## src/rtl/lsa_pkg.sv

```systemverilog
package lsa_pkg;
    typedef enum logic [1:0] {
        LN_SETTLE = 2'd0,
        LN_SEARCH = 2'd1,
        LN_LOCKED = 2'd2,
        LN_FAILED = 2'd3
    } lane_state_t;
endpackage

```

## src/rtl/lsa_frame_timer.sv

```systemverilog
module lsa_frame_timer #(
    parameter int FRAME_W = 16
) (
    input  logic clk,
    input  logic rst_n,
    input  logic restart,
    output logic tick
);
    localparam int CW = $clog2(FRAME_W);

    logic [CW-1:0] cnt_q;

    always_ff @(posedge clk or negedge rst_n) begin
        if (!rst_n) begin
            cnt_q <= '0;
        end else if (restart || cnt_q == CW'(FRAME_W - 1)) begin
            cnt_q <= '0;
        end else begin
            cnt_q <= cnt_q + 1'b1;
        end
    end

    always_comb begin
        tick = (cnt_q == CW'(FRAME_W - 1));
    end

    AST_TICK_SPACING: assert property (@(posedge clk) disable iff (!rst_n)
        (tick && !restart) |=> !tick);
endmodule

```

## src/rtl/lsa_deser.sv

```systemverilog
module lsa_deser #(
    parameter int FRAME_W = 16
) (
    input  logic                       clk,
    input  logic                       rst_n,
    input  logic                       bit_in,
    input  logic [$clog2(FRAME_W)-1:0] slip,
    output logic [FRAME_W-1:0]         window
);
    localparam int HW = 2 * FRAME_W - 1;

    logic [HW-1:0] hist_q;

    always_ff @(posedge clk or negedge rst_n) begin
        if (!rst_n) begin
            hist_q <= '0;
        end else begin
            hist_q <= {hist_q[HW-2:0], bit_in};
        end
    end

    always_comb begin
        window = hist_q[slip +: FRAME_W];
    end
endmodule

```

## src/rtl/lsa_lane_fsm.sv

```systemverilog
module lsa_lane_fsm
    import lsa_pkg::*;
#(
    parameter int FRAME_W    = 16,
    parameter int SETTLE_FRM = 2,
    parameter int LOCK_FRM   = 3
) (
    input  logic                       clk,
    input  logic                       rst_n,
    input  logic                       restart,
    input  logic                       tick,
    input  logic [FRAME_W-1:0]         window,
    output logic [$clog2(FRAME_W)-1:0] slip,
    output logic                       locked,
    output logic                       failed
);
    localparam int SW = $clog2(FRAME_W);
    localparam int TW = $clog2(SETTLE_FRM + 1);
    localparam int MW = $clog2(LOCK_FRM + 1);
    localparam logic [FRAME_W-1:0] TARGET = {1'b1, {(FRAME_W-1){1'b0}}};

    lane_state_t   st_q, st_d;
    logic [SW-1:0] slip_q, slip_d;
    logic [TW-1:0] set_q, set_d;
    logic [MW-1:0] hit_q, hit_d;
    logic          match;

    always_ff @(posedge clk or negedge rst_n) begin
        if (!rst_n) begin
            st_q   <= LN_SETTLE;
            slip_q <= '0;
            set_q  <= '0;
            hit_q  <= '0;
        end else if (restart) begin
            st_q   <= LN_SETTLE;
            slip_q <= '0;
            set_q  <= '0;
            hit_q  <= '0;
        end else begin
            st_q   <= st_d;
            slip_q <= slip_d;
            set_q  <= set_d;
            hit_q  <= hit_d;
        end
    end

    always_comb begin
        match  = (window == TARGET);
        st_d   = st_q;
        slip_d = slip_q;
        set_d  = set_q;
        hit_d  = hit_q;
        unique case (st_q)
            LN_SETTLE: begin
                if (tick) begin
                    if (set_q == TW'(SETTLE_FRM - 1)) begin
                        st_d  = LN_SEARCH;
                        set_d = '0;
                    end else begin
                        set_d = set_q + 1'b1;
                    end
                end
            end
            LN_SEARCH: begin
                if (tick) begin
                    if (match) begin
                        if (hit_q == MW'(LOCK_FRM - 1)) begin
                            st_d  = LN_LOCKED;
                            hit_d = '0;
                        end else begin
                            hit_d = hit_q + 1'b1;
                        end
                    end else begin
                        hit_d = '0;
                        if (slip_q == SW'(FRAME_W - 1)) begin
                            st_d = LN_FAILED;
                        end else begin
                            slip_d = slip_q + 1'b1;
                            st_d   = LN_SETTLE;
                            set_d  = '0;
                        end
                    end
                end
            end
            LN_LOCKED: st_d = LN_LOCKED;
            LN_FAILED: st_d = LN_FAILED;
            default:   st_d = LN_SETTLE;
        endcase
    end

    always_comb begin
        slip   = slip_q;
        locked = (st_q == LN_LOCKED);
        failed = (st_q == LN_FAILED);
    end

    AST_SLIP_ONE_STEP: assert property (@(posedge clk) disable iff (!rst_n)
        (!$past(restart) && slip_q != $past(slip_q)) |-> slip_q == $past(slip_q) + 1'b1);
    AST_STEP_INTO_SETTLE: assert property (@(posedge clk) disable iff (!rst_n)
        (!$past(restart) && slip_q != $past(slip_q)) |-> st_q == LN_SETTLE);
    AST_LOCK_STICKY: assert property (@(posedge clk) disable iff (!rst_n)
        (locked && !restart) |=> locked);
    AST_FAIL_AT_LAST_SLIP: assert property (@(posedge clk) disable iff (!rst_n)
        failed |-> slip_q == SW'(FRAME_W - 1));
endmodule

```

## src/rtl/lane_slip_aligner.sv

```systemverilog
module lane_slip_aligner #(
    parameter int LANES      = 4,
    parameter int FRAME_W    = 16,
    parameter int SETTLE_FRM = 2,
    parameter int LOCK_FRM   = 3
) (
    input  logic                     clk,
    input  logic                     rst_n,
    input  logic                     restart,
    input  logic [LANES-1:0]         lane_bits,
    output logic [LANES*FRAME_W-1:0] word_out,
    output logic                     word_valid,
    output logic [LANES-1:0]         lane_lock,
    output logic [LANES-1:0]         lane_err,
    output logic                     cal_done
);
    localparam int SW = $clog2(FRAME_W);

    logic tick;
    logic valid_q;

    lsa_frame_timer #(.FRAME_W(FRAME_W)) u_timer (
        .clk     (clk),
        .rst_n   (rst_n),
        .restart (restart),
        .tick    (tick)
    );

    for (genvar k = 0; k < LANES; k++) begin : g_lane
        logic [FRAME_W-1:0] window;
        logic [SW-1:0]      slip;
        logic [FRAME_W-1:0] word_q;

        lsa_deser #(.FRAME_W(FRAME_W)) u_deser (
            .clk    (clk),
            .rst_n  (rst_n),
            .bit_in (lane_bits[k]),
            .slip   (slip),
            .window (window)
        );

        lsa_lane_fsm #(
            .FRAME_W    (FRAME_W),
            .SETTLE_FRM (SETTLE_FRM),
            .LOCK_FRM   (LOCK_FRM)
        ) u_fsm (
            .clk     (clk),
            .rst_n   (rst_n),
            .restart (restart),
            .tick    (tick),
            .window  (window),
            .slip    (slip),
            .locked  (lane_lock[k]),
            .failed  (lane_err[k])
        );

        always_ff @(posedge clk or negedge rst_n) begin
            if (!rst_n) begin
                word_q <= '0;
            end else if (tick && lane_lock[k]) begin
                word_q <= window;
            end
        end

        assign word_out[k*FRAME_W +: FRAME_W] = word_q;
    end

    always_ff @(posedge clk or negedge rst_n) begin
        if (!rst_n) begin
            valid_q <= 1'b0;
        end else begin
            valid_q <= tick && cal_done && !restart;
        end
    end

    always_comb begin
        cal_done   = &lane_lock;
        word_valid = valid_q;
    end

    AST_VALID_NEEDS_DONE: assert property (@(posedge clk) disable iff (!rst_n)
        word_valid |-> cal_done);
    AST_RESTART_CLEARS: assert property (@(posedge clk) disable iff (!rst_n)
        restart |=> (lane_lock == '0 && lane_err == '0 && !word_valid));
    AST_ERR_BLOCKS_DONE: assert property (@(posedge clk) disable iff (!rst_n)
        (|lane_err) |-> !cal_done);
endmodule

```

## config.mk

```make
export PLATFORM = sky130hd
export DESIGN_NAME = lane_slip_aligner
export DESIGN_NICKNAME = d
export VERILOG_FILES = /design/src/rtl/lsa_pkg.sv /design/src/rtl/lsa_frame_timer.sv /design/src/rtl/lsa_deser.sv /design/src/rtl/lsa_lane_fsm.sv /design/src/rtl/lane_slip_aligner.sv
export SDC_FILE = /design/constraint.sdc
export NUM_CORES = 1
export LEC_CHECK = 0
export ABC_AREA = 1
export BUFFER_PORTS_ARGS = -buffer_cell sky130_fd_sc_hd__buf_2
export CAP_MARGIN = 20
export CORE_ASPECT_RATIO = 0.5
export CORE_UTILIZATION = 35
export DETAILED_ROUTE_END_ITERATION = 8
export SYNTH_ARGS = -nofsm -noshare
export SYNTH_HDL_FRONTEND = slang
export SYNTH_SLANG_ARGS = --single-unit
```

## constraint.sdc

```tcl
create_clock -name clk -period 1.9 [get_ports clk]
set_input_delay 0.19 -clock clk [delete_from_list [all_inputs] [get_ports clk]]
set_output_delay 0.19 -clock clk [all_outputs]
set_load 0.1 [all_outputs]
```

# ---- After elaboration in Yosys (flattened, before gate mapping)
# Cells that the tools add are included.
dict set report classes {
  n_addsub 13
  shift 4
  mux 101
  eq_ne 61
  n_reduce_logical 38
}
# operator n
set op_table {}
lappend op_table {{two-way mux 2 bit} 72}
lappend op_table {{indexed part select 31 x 5 -> 16 bit} 4}
lappend op_table {{two-way mux 4 bit} 21}
lappend op_table {{equality test 16 bit, second input constant} 4}
lappend op_table {{inequality test 3 bit, second input constant} 16}
lappend op_table {{AND reduction 4 bit} 9}
lappend op_table {{case mux 2 bit (4 select lines)} 4}
lappend op_table {{equality test 2 bit, second input constant} 12}
lappend op_table {{adder 4 x 1 -> 4 bit, second input constant} 5}
lappend op_table {{equality test 4 bit, second input constant} 5}
lappend op_table {{AND reduction 5 bit} 4}
lappend op_table {{adder 2 x 1 -> 2 bit, second input constant} 8}
lappend op_table {{equality test 2 x 1 -> 1 bit, second input constant} 8}
lappend op_table {{inequality test 2 bit, second input constant} 8}
lappend op_table {{inequality test 4 bit, second input constant} 4}
lappend op_table {{case mux 2 bit (2 select lines)} 4}
lappend op_table {{inequality test 3 x 2 -> 1 bit, second input constant} 4}
lappend op_table {{nonzero test 3 bit} 4}
lappend op_table {{nonzero test 2 bit} 5}
lappend op_table {{logical NOT 2 bit} 4}
lappend op_table {{AND reduction 2 bit} 4}
lappend op_table {{logical AND 1 bit} 6}
lappend op_table {{logical NOT 1 bit} 1}
lappend op_table {{logical OR 1 bit} 1}
dict set report word_totals {
  ff_bits 233
  input_bits 7
  out_inout_bits 74
  wordCells 243
}

# ---- Depth between registers and ports, before layout
dict set report depth {
  depth_word 6
  depth_mapped 20
  mapped_depth_nobuf 18
}

# ---- Cells and area by module
# Synthesis repeated with hierarchy kept, for this count alone.
dict set report hier_totals {
  cells_unflattened 1850
  area_unflattened_um2 13085.0
}
# mod seq_area_each_um2 instances cells_each area_each_um2
set modules_own_cells {}
lappend modules_own_cells {lsa_deser 775.7 4 290 1904.3}
lappend modules_own_cells {lane_slip_aligner 1626.6 1 289 2606.2}
lappend modules_own_cells {{lsa_lane_fsm (g_lane[0].u_fsm ...)} 250.2 3 95 671.9}
lappend modules_own_cells {{lsa_lane_fsm (g_lane[3].u_fsm)} 250.2 1 97 653.1}
lappend modules_own_cells {lsa_frame_timer 100.1 1 19 192.7}

# ---- Least setup slack after synthesis
# OpenSTA, ideal clock, no wires.
dict set report synth_path {
  path_kind {reg-to-reg}
  startpoint {reg g_lane[3].u_fsm.st_q[1]}
  endpoint {reg valid_q (netlist: word_valid)}
  arrival_time_ns 4.030
  path_stages_with_launch 6
  period_less_slack_ns 4.115
  setup_slack_ns -2.215
  n_path_buf 0
  setup_time_ns 0.085
  cell_sequence {dfrtp_1 -> inv_1 -> nor2_1 -> inv_1 -> nor4_1 -> and3_1}
}
dict set report synth_between {
  elab_chain_cells 4
}
# item line
set synth_rtl {}
lappend synth_rtl {{start: declaration} lsa_lane_fsm.sv:22} ;# lane_state_t st_q, st_d;
lappend synth_rtl {{start signal: assignment} lsa_lane_fsm.sv:40} ;# st_q <= st_d;
lappend synth_rtl {{equality test 2 bit} lsa_lane_fsm.sv:93} ;# locked = (st_q == LN_LOCKED);
lappend synth_rtl {{named net g_lane[3].u_fsm.locked} lsa_lane_fsm.sv:14} ;# output logic locked,
lappend synth_rtl {{AND reduction 4 bit} lane_slip_aligner.sv:77} ;# cal_done = &lane_lock;
lappend synth_rtl {{named net cal_done} lane_slip_aligner.sv:15} ;# output logic cal_done
lappend synth_rtl {{logical AND 1 bit (2 in a row)} lane_slip_aligner.sv:72} ;# valid_q <= tick && cal_done && !restart;
lappend synth_rtl {{end signal: assignment} lane_slip_aligner.sv:72}
lappend synth_rtl {{end: declaration} lane_slip_aligner.sv:20} ;# logic valid_q;
# The timed path passes the listed nets, and every way through them passes these cells.
# A chain may end at the register's enable or synchronous reset.

# ---- Worst setup path in the final report
dict set report layout_path {
  startpoint {reg g_lane[1].u_fsm.slip_q[0]}
  endpoint {reg g_lane[1].u_fsm.st_q[1]}
}
dict set report layout_between {
  elab_chain_cells 6
  word_cells_on_any_way 10
  classes_between {3 x eq/ne; 1 x shift; 5 x mux; 1 x reduce/logical}
}
# item line
set layout_rtl {}
lappend layout_rtl {{start: declaration} lsa_lane_fsm.sv:23} ;# logic [SW-1:0] slip_q, slip_d;
lappend layout_rtl {{start signal: assignment} lsa_lane_fsm.sv:41} ;# slip_q <= slip_d;
lappend layout_rtl {{indexed part select 31 x 5 -> 16 bit / equality test 4 bit (equally long branches)} {lsa_deser.sv:23, lsa_lane_fsm.sv:75}}
lappend layout_rtl {{equality test 16 bit / two-way mux 2 bit (equally long branches)} {lsa_lane_fsm.sv:48, lsa_lane_fsm.sv:75}}
lappend layout_rtl {{two-way mux 2 bit} lsa_lane_fsm.sv:66} ;# if (match) begin
lappend layout_rtl {{two-way mux 2 bit} lsa_lane_fsm.sv:65} ;# if (tick) begin
lappend layout_rtl {{case mux 2 bit (4 select lines)} lsa_lane_fsm.sv:53} ;# unique case (st_q)
lappend layout_rtl {{two-way mux 2 bit} lsa_lane_fsm.sv:34} ;# end else if (restart) begin
lappend layout_rtl {{end signal: assignment} lsa_lane_fsm.sv:40}
lappend layout_rtl {{end: declaration} lsa_lane_fsm.sv:22}
# Parallel ways exist; a longest one is shown, timed or not. The select of a mux whose other input is x is not followed.

==> flow_metrics.tcl <==
set metrics [dict create \
    wl_um 40200 \
    fmax_mhz 446 \
    grt_pass1_wl_um 63300 \
    tns_ps -10250 \
    worstPathRequired_ps 2380 \
    synth_area_mm2 0.0133 \
    cts_buffers 24 \
    synth_edf_count 0 \
    dieArea_mm2 0.0388 \
    synth_cell_types 38 \
    cts_sinks 233 \
    ys_warn_count 0 \
    cpMaxStageDelayCell "dfrtp_2" \
    fin_nets 2234 \
    layout-drive-gt1-share 0.389 \
    die_h_um 140 \
    postLayoutCellArea_mm2 0.0192 \
    grt_use_met3 0.0272 \
    rsz0062_at_grt "true" \
    drt-initial-drc-count 1170 \
    clk_latency_ps 550 \
    critPathBufInv 2 \
    yosys-mux-area-fraction 0 \
    die-width_um 278 \
    grt_pass1_vias 12800 \
    cp-end-kind "flop" \
    wire_per_inst_um 14.7 \
    p_leak_nw 9.58 \
    core_mm2 0.0374 \
    mostFrequentLayoutCell "nand2_1" \
    tightestPinTransition_ps 527 \
    grt_util_met1 0.278 \
    worstPathCellList "inv_8 -> clkbuf_16 -> nand2_2 -> nand3_2 -> nand3_2 -> nand2_1 -> nand2_2 -> nand2_2 -> nor2_4 -> nand2_2 -> nor2_2 -> nand2_2 -> nand2_4 -> nand2_2 -> nand2_1 -> nand2_1 -> nor2_1" \
    period_minus_slack_ps 2240 \
    slowest_delay_ps 570 \
    most-common-layout-cells "540 x nand2_1, 276 x buf_4, 256 x nand3_1, 226 x dfrtp_1, 155 x nand2_2" \
    vias_per_cell 5.07 \
    async_reset_ff_frac 1.00 \
    synthesis.nets 1898 \
    io_buffers 80 \
    crit_family "simple AND/OR/NAND/NOR gates" \
    synth-compound-area-share 0.0598 \
    synth_fa_ha_area_frac 0.00471 \
    syn_to_final_growth_pct 44.5 \
    yosys.area.top_type "dfrtp_1" \
    arrival_ps 2720 \
    finalSetupViolCount 45 \
    startpoint_type "flop" \
    cp_common_cell "nand2_2" \
    synth_top_family_by_area "simple AND/OR/NAND/NOR gates" \
    synthXorXnorAreaFrac 0.000659 \
    hpwlAfterDp_um 27100 \
    busiest_layer "met2" \
    crit_fanout 8 \
    power.density_mw_per_mm2 948 \
    hp-class "input pin to asynchronous set/reset pin" \
    slew_viol_final 0 \
    ios 81 \
    max_cap_violations 0 \
    antenna_found_initial 0 \
    cts_tree "built" \
    dr.pass1.iters 5 \
    worstSetupPathType "flop to flop" \
    grt_usage 0.196 \
    use_met2 0.320 \
    ys.flop_type "dfrtp_1" \
    ctsHtreeMaxLevel 1 \
    num_antenna_cells 0 \
    worst_slack_ps -341 \
    grt-ovfl-total 0 \
    skew_ps 22.1 \
    path_clk_slew_ps 70 \
    hold_violations 0 \
    synth_top_area_frac 0.439 \
    syn_area_per_cell_um2 7.04 \
    finalCritPeriodShare 1.18 \
    synth-seq-area-share 0.439 \
    violations "setup timing" \
    dpl_cell_area_mm2 0.0159 \
    std_cell_rows 50 \
    ys_ff_latch 233 \
    slew_headroom 0.645 \
    status "finished with violations" \
    route.detailed.drc 0 \
    syn_inst 1886 \
    ir_worst_vdd_v 0.000607 \
    grt_max_degree 59 \
    gp_congestion 0.912 \
    clock_path_buffers 3 \
    final_antenna_net_count 0 \
    synth_simple_gate_area_frac 0.416 \
    vias 13900 \
    yosys-top-cells-area "dfrtp_1 44%, nand2_1 20%, nand3_1 15%" \
    cts.root.buffer_cell "clkbuf_16" \
    fillers 3514 \
    initial_core_util 0.355 \
]
==> per-layer routing <==
| metal | vias to the layer above | share of wire | routed length (um) |
|---|---|---|---|
| met5 | - | 0 | 0 |
| met4 | 0 | 0.016 | 653 |
| met3 | 45 | 0.042 | 1700 |
| met2 | 326 | 0.48 | 19100 |
| met1 | 6635 | 0.47 | 18800 |
| li1 | 6865 | - | - |
==> cell families (layout without fill, tap and decap cells) <==
group,after synthesis,after routing
simple gates,1300,1300
xor+xnor,1,1
buf+inv,210,564
compound gates,137,137
fa+ha+maj,5,5
flops,233,233
==> cell usage after synthesis (2+ instances only) <==
| master | instances |
|---|---|
| nor2_2 | 5 |
| inv_2 | 5 |
| inv_1 | 91 |
| a31oi_1 | 40 |
| clkinv_1 | 2 |
| clkbuf_1 | 26 |
| o21ai_0 | 49 |
| buf_4 | 21 |
| o21ai_1 | 17 |
| nor4_1 | 4 |
| nand2_4 | 4 |
| o21a_1 | 3 |
| o211ai_1 | 10 |
| ha_1 | 5 |
| inv_4 | 6 |
| o21ai_2 | 4 |
| a21oi_1 | 10 |
| buf_2 | 41 |
| dfrtp_1 | 233 |
| nor2_1 | 148 |
| nand2_1 | 704 |
| nor3_1 | 3 |
| nand2_2 | 10 |
| buf_6 | 17 |
| nand4_1 | 12 |
| nand3_2 | 2 |
| nand3_1 | 403 |
==> metrics by stage <==
step | worst slack [ps] | instances | hold slack [ps] | total power (W) | util
after CTS | -255 | 2706 | 128 | 0.0172 | 0.474
after global placement | -381 | 2606 | 110 | 0.0113 | 0.424
after floorplan | -188 | 1886 | -106 | 0.00892 | -
after detailed placement | -368 | 2606 | 110 | 0.0113 | 0.424
after global routing | -428 | 2734 | 144 | 0.0192 | 0.513
final | -341 | 2734 | 113 | 0.0182 | 0.513
==> final timing paths <==
check | startpoint | to | slack, ps | cells past startpoint
worst max-delay path | g_lane[1].u_fsm.slip[0] | g_lane[1].u_fsm.st_q[1] | -340 | 17
worst min-delay path | rst_n | g_lane[1].word_q[6] | 110 | 2
worst min register to register | g_lane[2].u_deser.hist_q[0] | g_lane[2].u_deser.hist_q[1] | 380 | 0
worst max register to register | g_lane[1].u_fsm.slip[0] | g_lane[1].u_fsm.st_q[1] | -340 | 17
min in group clk | restart | g_lane[3].u_fsm.st_q[0] | 160 | 5
max in group asynchronous | rst_n | g_lane[3].u_deser.hist_q[30] | 1040 | 3
==> cell type report <==
| type | instances | area [um^2] | share of cell area |
|---|---|---|---|
| clock buffer | 35 | 723 | 0.0377 |
| clock inverter | 9 | 149 | 0.00776 |
| inverter | 104 | 435 | 0.0227 |
| multi-input combinational | 1443 | 8010 | 0.417 |
| sequential | 233 | 5840 | 0.304 |
| tap | 494 | 618 | 0.0322 |
| timing repair buffer | 413 | 3400 | 0.177 |
| timing repair inverter | 3 | 21.3 | 0.00111 |
==> registers in the layout, indices dropped and copies added (netlist names) <==
| signal | flops |
|---|---|
| g_lane.u_deser.hist_q | 124 |
| g_lane.u_fsm.hit_q | 8 |
| g_lane.u_fsm.set_q | 8 |
| g_lane.u_fsm.slip | 16 |
| g_lane.u_fsm.st_q | 8 |
| g_lane.word_q | 64 |
| u_timer.cnt_q | 4 |
| word_valid | 1 |
==> repair_timing <==
action	4_1_cts	5_1_grt
gates resized for setup	157	323
pin swaps	48	78
hold buffers	5	0
gates cloned	3	7
setup endpoints to repair	44	54
hold endpoints to repair	236	0
setup buffers	48	23
==> where the power goes <==
group | total (W) | switching, W | internal [W]
Clock | 0.00528 | 0.00209 | 0.00318
Combinational | 0.00741 | 0.00420 | 0.00321
Sequential | 0.00550 | 0.000303 | 0.00520
Total | 0.0182 | 0.00660 | 0.0116
Power figures use the tool's default switching activity.
